`src/rtl/lbs_pkg.sv`:
```
package lbs_pkg;

  typedef enum logic [2:0] {
    ST_IDLE = 3'd0,
    ST_TA   = 3'd1,
    ST_T1   = 3'd2,
    ST_T2   = 3'd3,
    ST_T3   = 3'd4,
    ST_TW   = 3'd5,
    ST_T4   = 3'd6,
    ST_HOLD = 3'd7
  } bus_st_e;

  localparam logic [1:0] LANE_WORD    = 2'b00;
  localparam logic [1:0] LANE_ODD     = 2'b01;
  localparam logic [1:0] LANE_EVEN    = 2'b10;
  localparam logic [1:0] LANE_REFRESH = 2'b11;

  // Returns {bhe_n, a0} for a transfer.
  function automatic logic [1:0] lane_code(input logic word, input logic refresh,
                                           input logic addr0);
    if (refresh)    return LANE_REFRESH;
    else if (word)  return LANE_WORD;
    else if (addr0) return LANE_ODD;
    else            return LANE_EVEN;
  endfunction

  function automatic logic in_data_phase(input bus_st_e st);
    return (st == ST_T2) || (st == ST_T3) || (st == ST_TW);
  endfunction

endpackage

```
`src/rtl/lbs_rst_strap.sv`:
```
module lbs_rst_strap (
  input  logic clk,
  input  logic rst,
  input  logic rd_strap,
  output logic drive_hi,
  output logic qmode
);
  logic rst_q;
  logic qmode_q;

  always_ff @(posedge clk) begin
    rst_q <= rst;
    if (rst && rst_q) qmode_q <= ~rd_strap;
  end

  // First clock of a fresh reset: pins are driven high, strap not sampled.
  assign drive_hi = rst && !rst_q;
  assign qmode    = qmode_q;

  AST_MODE_STABLE: assert property (@(posedge clk) disable iff (rst)
    1'b1 |=> $stable(qmode_q));

endmodule

```
`src/rtl/lbs_cycle_fsm.sv`:
```
module lbs_cycle_fsm
  import lbs_pkg::*;
#(
  parameter int AW = 20
) (
  input  logic          clk,
  input  logic          rst,
  input  logic          req_valid,
  output logic          req_ready,
  input  logic [AW-1:0] req_addr,
  input  logic          req_write,
  input  logic          req_word,
  input  logic          req_refresh,
  input  logic          bus_rdy,
  input  logic          hold_req,
  output bus_st_e       st,
  output logic          ph,
  output logic [AW-1:0] cur_addr,
  output logic          cur_write,
  output logic          cur_bhe_n
);
  bus_st_e       st_q, st_d;
  logic          ph_q, ph_d;
  logic [AW-1:0] addr_q;
  logic          wr_q;
  logic [1:0]    code_q;
  logic          boundary;
  logic          take;

  assign boundary  = (st_q == ST_IDLE) || ((st_q == ST_T4) && ph_q);
  assign req_ready = !rst && boundary && !hold_req;
  assign take      = req_valid && req_ready;

  always_comb begin
    st_d = st_q;
    ph_d = 1'b0;
    unique case (st_q)
      ST_IDLE: begin
        if (hold_req)       st_d = ST_HOLD;
        else if (req_valid) st_d = ST_TA;
      end
      ST_TA: st_d = ST_T1;
      ST_T1: if (!ph_q) ph_d = 1'b1; else st_d = ST_T2;
      ST_T2: if (!ph_q) ph_d = 1'b1; else st_d = ST_T3;
      ST_T3, ST_TW: begin
        if (!ph_q) ph_d = 1'b1;
        else       st_d = bus_rdy ? ST_T4 : ST_TW;
      end
      ST_T4: begin
        if (!ph_q)          ph_d = 1'b1;
        else if (hold_req)  st_d = ST_HOLD;
        else if (req_valid) st_d = ST_TA;
        else                st_d = ST_IDLE;
      end
      ST_HOLD: if (!hold_req) st_d = ST_IDLE;
      default: st_d = ST_IDLE;
    endcase
  end

  always_ff @(posedge clk) begin
    if (rst) begin
      st_q   <= ST_IDLE;
      ph_q   <= 1'b0;
      addr_q <= '0;
      wr_q   <= 1'b0;
      code_q <= LANE_REFRESH;
    end else begin
      st_q <= st_d;
      ph_q <= ph_d;
      if (take) begin
        addr_q <= req_addr;
        wr_q   <= req_write && !req_refresh;
        code_q <= lane_code(req_word, req_refresh, req_addr[0]);
      end
    end
  end

  assign st        = st_q;
  assign ph        = ph_q;
  assign cur_addr  = {addr_q[AW-1:1], code_q[0]};
  assign cur_write = wr_q;
  assign cur_bhe_n = code_q[1];

  AST_ACCEPT_TO_LAUNCH: assert property (@(posedge clk) disable iff (rst)
    (req_valid && req_ready) |=> (st_q == ST_TA));

  AST_HOLD_AT_BOUNDARY: assert property (@(posedge clk) disable iff (rst)
    $rose(st_q == ST_HOLD) |-> $past(boundary));

  AST_WAIT_NEEDS_LOW_RDY: assert property (@(posedge clk) disable iff (rst)
    ((st_q == ST_TW) && !ph_q) |-> $past(!bus_rdy));

endmodule

```
`src/rtl/lbs_pin_drive.sv`:
```
module lbs_pin_drive
  import lbs_pkg::*;
#(
  parameter int AW = 20
) (
  input  logic          clk,
  input  logic          rst,
  input  logic          drive_hi,
  input  logic          qmode,
  input  bus_st_e       st,
  input  logic          ph,
  input  logic [AW-1:0] cur_addr,
  input  logic          cur_write,
  input  logic          cur_bhe_n,
  input  logic [1:0]    qs_in,
  output logic [AW-1:0] addr_o,
  output logic          addr_oe,
  output logic          ale_qs0,
  output logic          rd_n,
  output logic          rd_oe,
  output logic          wr_n_qs1,
  output logic          wr_oe,
  output logic          bhe_n,
  output logic          bhe_oe
);
  logic [1:0] qs_q;
  logic       ale_int, rd_low, wr_low, bhe_win, holding, addr_win;

  always_ff @(posedge clk) begin
    if (rst) qs_q <= 2'b00;
    else     qs_q <= qs_in;
  end

  assign holding  = (st == ST_HOLD);
  assign ale_int  = (st == ST_TA) || ((st == ST_T1) && !ph);
  assign addr_win = (st == ST_TA) || (st == ST_T1);
  assign wr_low   = cur_write && in_data_phase(st);
  assign rd_low   = !cur_write && (((st == ST_T2) && ph) || (st == ST_T3) || (st == ST_TW));
  assign bhe_win  = (st == ST_T1) || in_data_phase(st);

  assign addr_o = cur_addr;

  always_comb begin
    if (rst) begin
      addr_oe  = 1'b0;
      ale_qs0  = 1'b0;
      rd_n     = 1'b1;
      rd_oe    = drive_hi;
      wr_n_qs1 = 1'b1;
      wr_oe    = drive_hi;
      bhe_n    = 1'b1;
      bhe_oe   = 1'b0;
    end else begin
      addr_oe  = addr_win;
      ale_qs0  = qmode ? qs_q[0] : ale_int;
      rd_n     = !rd_low;
      rd_oe    = !qmode && !holding;
      wr_n_qs1 = qmode ? qs_q[1] : !wr_low;
      wr_oe    = qmode || !holding;
      bhe_n    = bhe_win ? cur_bhe_n : 1'b1;
      bhe_oe   = !holding;
    end
  end

  AST_RD_AFTER_FLOAT: assert property (@(posedge clk) disable iff (rst)
    (rd_oe && !rd_n) |-> (!addr_oe && $past(!addr_oe)));

  AST_STROBE_EXCL: assert property (@(posedge clk) disable iff (rst)
    !qmode |-> !(!rd_n && !wr_n_qs1));

  AST_ALE_TWO_HALVES: assert property (@(posedge clk) disable iff (rst)
    (!qmode && $rose(ale_qs0)) |=> (ale_qs0 && addr_oe));

  AST_HOLD_FLOAT: assert property (@(posedge clk) disable iff (rst)
    holding |-> (!rd_oe && !bhe_oe && !addr_oe));

endmodule

```
`src/rtl/lbus_strobe_seq.sv`:
```
module lbus_strobe_seq
  import lbs_pkg::*;
#(
  parameter int AW = 20
) (
  input  logic          clk,
  input  logic          rst,
  input  logic          req_valid,
  output logic          req_ready,
  input  logic [AW-1:0] req_addr,
  input  logic          req_write,
  input  logic          req_word,
  input  logic          req_refresh,
  input  logic          bus_rdy,
  input  logic          hold_req,
  output logic          hold_ack,
  input  logic [1:0]    qs_in,
  input  logic          rd_strap,
  output logic [AW-1:0] addr_o,
  output logic          addr_oe,
  output logic          ale_qs0,
  output logic          rd_n,
  output logic          rd_oe,
  output logic          wr_n_qs1,
  output logic          wr_oe,
  output logic          bhe_n,
  output logic          bhe_oe
);
  bus_st_e       st;
  logic          ph;
  logic [AW-1:0] cur_addr;
  logic          cur_write, cur_bhe_n;
  logic          drive_hi, qmode;

  lbs_rst_strap u_strap (
    .clk      (clk),
    .rst      (rst),
    .rd_strap (rd_strap),
    .drive_hi (drive_hi),
    .qmode    (qmode)
  );

  lbs_cycle_fsm #(.AW(AW)) u_fsm (
    .clk         (clk),
    .rst         (rst),
    .req_valid   (req_valid),
    .req_ready   (req_ready),
    .req_addr    (req_addr),
    .req_write   (req_write),
    .req_word    (req_word),
    .req_refresh (req_refresh),
    .bus_rdy     (bus_rdy),
    .hold_req    (hold_req),
    .st          (st),
    .ph          (ph),
    .cur_addr    (cur_addr),
    .cur_write   (cur_write),
    .cur_bhe_n   (cur_bhe_n)
  );

  lbs_pin_drive #(.AW(AW)) u_pins (
    .clk       (clk),
    .rst       (rst),
    .drive_hi  (drive_hi),
    .qmode     (qmode),
    .st        (st),
    .ph        (ph),
    .cur_addr  (cur_addr),
    .cur_write (cur_write),
    .cur_bhe_n (cur_bhe_n),
    .qs_in     (qs_in),
    .addr_o    (addr_o),
    .addr_oe   (addr_oe),
    .ale_qs0   (ale_qs0),
    .rd_n      (rd_n),
    .rd_oe     (rd_oe),
    .wr_n_qs1  (wr_n_qs1),
    .wr_oe     (wr_oe),
    .bhe_n     (bhe_n),
    .bhe_oe    (bhe_oe)
  );

  assign hold_ack = !rst && (st == ST_HOLD);

  AST_ACK_NO_READY: assert property (@(posedge clk) disable iff (rst)
    hold_ack |-> !req_ready);

endmodule

```
`config.mk`:
```
export PLATFORM = sky130hd
export DESIGN_NAME = lbus_strobe_seq
export DESIGN_NICKNAME = d
export VERILOG_FILES = /design/src/rtl/lbs_pkg.sv /design/src/rtl/lbs_rst_strap.sv /design/src/rtl/lbs_cycle_fsm.sv /design/src/rtl/lbs_pin_drive.sv /design/src/rtl/lbus_strobe_seq.sv
export SDC_FILE = /design/constraint.sdc
export NUM_CORES = 1
export LEC_CHECK = 0
export BUFFER_PORTS_ARGS = -buffer_cell sky130_fd_sc_hd__buf_2
export CORE_MARGIN = 1
export CORE_UTILIZATION = 45
export DETAILED_ROUTE_END_ITERATION = 16
export GPL_TIMING_DRIVEN = 0
export HOLD_SLACK_MARGIN = 0.15
export PLACE_DENSITY_LB_ADDON = 0.15
export SYNTH_ARGS = -nofsm -noshare
export SYNTH_HDL_FRONTEND = slang
export SYNTH_SLANG_ARGS = --single-unit
```
`constraint.sdc`:
```
create_clock -name clk -period 3.3 [get_ports clk]
set_input_delay 0.66 -clock clk [delete_from_list [all_inputs] [get_ports clk]]
set_output_delay 0.66 -clock clk [all_outputs]
set_load 0.01 [all_outputs]
```
==> results.cfg <==
[logic_synthesis]
synth-xor-area-share_pct = 1.236
synth_nets = 201
synth_top_family_by_area = simple AND/OR/NAND/NOR gates
synth_top_area_share_pct = 40.95
ys_types = 42
yosys_register_bits = 30
yosys-top-cells-count = 29 x dfxtp_1, 22 x inv_1, 21 x nand3b_1
synth_compound_area_share_pct = 18.09
synth_edf_count = 1
synthArstFlopShare_pct = 0
netlist_instances = 170
synth-simple-area-share_pct = 25.86
post-synth-top-area-cell = dfxtp_1
synth_area_per_cell_um2 = 8.339
ys_warn_count = 0
synthMuxAreaShare_pct = 0.7061
synth-main-ff-cell = dfxtp_1
synth_adder_area_share_pct = 0
ys_seq_area_share_pct = 43.07
syn-cell-area_mm2 = 0.001418
yosysMostFrequentCell = dfxtp_1
synthTopCellsByArea = dfxtp_1 41%, nand3b_1 11%, o21ai_1 7.1%

[job]
drv_cap = 0

[floorplan]
rows = 20
fp.dieH_um = 58.13
start_util_pct = 46.82
ios = 61
fp.dieArea_mm2 = 0.003379
die_x_um = 58.13
core_mm2 = 0.003028

[status]
status = completed

[cts]
clock_path_buffers = 2
clock_sinks = 30
holdBufCountCts = 0
clock_latency_ns = 0.33
cts_resized = 0
clk_pin_slew_ns = 0.08
h-tree-depth = 2
cts-buffers-inserted = 5
cts-root-buf = clkbuf_4
post_cts_buffers = 0
cts_tree = done

[drt]
routed_wl_mm = 3.050
viasPerCell = 4.830
drc = 0
vias = 1362
routedWlPerCell_um = 10.82
dr.pass1.iters = 4
ant_nets = 0
drt_iter0_markers = 53

[critical_path]
crit_fanout = 10
required_ns = 2.64
startpoint_type = primary input
arrival_ns = 1.81
path_class = primary input to output pin
crit_path_end_kind = output pin

[finish]
area_growth_syn_to_layout_pct = 29.30
fin_cells = 282
num_antenna_cells = 0
drive_gt1_share_pct = 34.45
post-route-util_pct = 60.54
nets = 268

[sta]
finalSetupViolations = 0
drv_slew = 0
hold_viol = 0
max_freq_mhz = 404.5
rsz0062_at_grt = false
min_period_ns = 2.472
fin_skew_ns = 0.008232
tightest_slew_ns = 0.4296
fin_crit_sh_pct = 74.92
setup-tns-final_ns = 0
slew_headroom_pct = 71.36

[placement]
place_hpwl_mm = 2.257
portBuffers = 60
gp_congestion = 0.7951
dpl.cell_count = 274

[min_path]
hold_class = flop to flop

[global_routing]
grt-ovfl-total = 0
first_global_vias = 1209
grt_max_degree = 11
antenna_found_initial = 0
grt_pass1_wl_mm = 5.147
grt_util_all_layers_pct = 20.29

[power]
peakVddDrop_v = 0.0003491
leakagePower_uw = 0.0008819
p_per_area_mw_per_mm2 = 535.1
finalPower_uw = 980.9
[state kept, by name (all words and copies together), names as in the netlist]
name / cells
u_fsm.st: 3
u_strap.qmode: 1
u_fsm.cur_write: 1
u_fsm.ph: 1
u_strap.rst_q: 1
u_pins.qs_q: 2
u_fsm.addr_q: 19
u_fsm.code_q: 2
[per-stage QoR]
stage	setup WS, ns	hold WS (ns)	instance area, µm²
global route	0.7025	0.4501	1833
detailed placement	0.8199	0.4668	1773
floorplan	1.225	0.4620	1418
finish	0.8278	0.4799	1833
global placement	0.7884	0.4670	1773
CTS	0.8007	0.4796	1833
[cell families (layout without fill, tap and decap cells)]
group,after synthesis,after routing
DFF,30,30
muxes,1,1
xor gates and xnor gates,2,2
buffers and inverters,36,104
and+or+nand+nor,61,61
AOI/OAI and AO/OA,40,40
[power by group]
part / switching, µW / total, µW / internal [µW]
Clock: 120 / 223 / 103
Sequential: 25.1 / 431 / 406
Combinational: 185 / 327 / 142
[final timing paths]
check | slack [ns] | to | cells after the start | start
worst max-delay path | 0.83 | rd_oe | 6 | rst
worst max register to register | 1.86 | u_fsm.st[0]$_SDFFE_PP0P_ | 4 | u_fsm.st[1]$_SDFFE_PP0P_
worst min-delay path | 0.48 | u_fsm.addr_q[2]$_SDFFE_PP0P_ | 2 | u_fsm.addr_q[2]$_SDFFE_PP0P_
worst min register to register | 0.48 | u_fsm.addr_q[2]$_SDFFE_PP0P_ | 2 | u_fsm.addr_q[2]$_SDFFE_PP0P_
[cells in the final DEF, fill, tap and decap left out, drive strengths merged, types with 3 or more instances in the layout]
master,count
a21oi,5
buf,69
o21ai,23
nor2b,3
nand2b,3
inv,23
nand2,5
nor2,13
clkbuf,11
nand3b,21
dfxtp,29
nor3,7
[metal layers]
metal	vias to the layer above	track usage, %	part of all wire, %	wire [µm]
met5	-	0	0	0
met4	0	7.143	1.4	44
met3	7	7.813	6.6	200
met2	45	32.84	46	1402
met1	598	24.58	46	1403
li1	712	-	-	-
[worst max-delay path, stage by stage]
cell	delay, ns
buf_2	0.12
clkbuf_1	0.31
clkbuf_1	0.40
nor2_1	0.09
nor2_1	0.10
buf_2	0.13
[layout make-up]
type,instances,area [µm²]
plain buffers,13,70.07
clock buffers,7,55.05
clock inverters,1,5.005
fillers,310,1195
inverters,23,86.33
multi-input cells,104,650.6
flip-flops and latches,30,610.6
well taps,44,55.05
repair buffers,60,300.3
(Power assumes the default switching activity.)
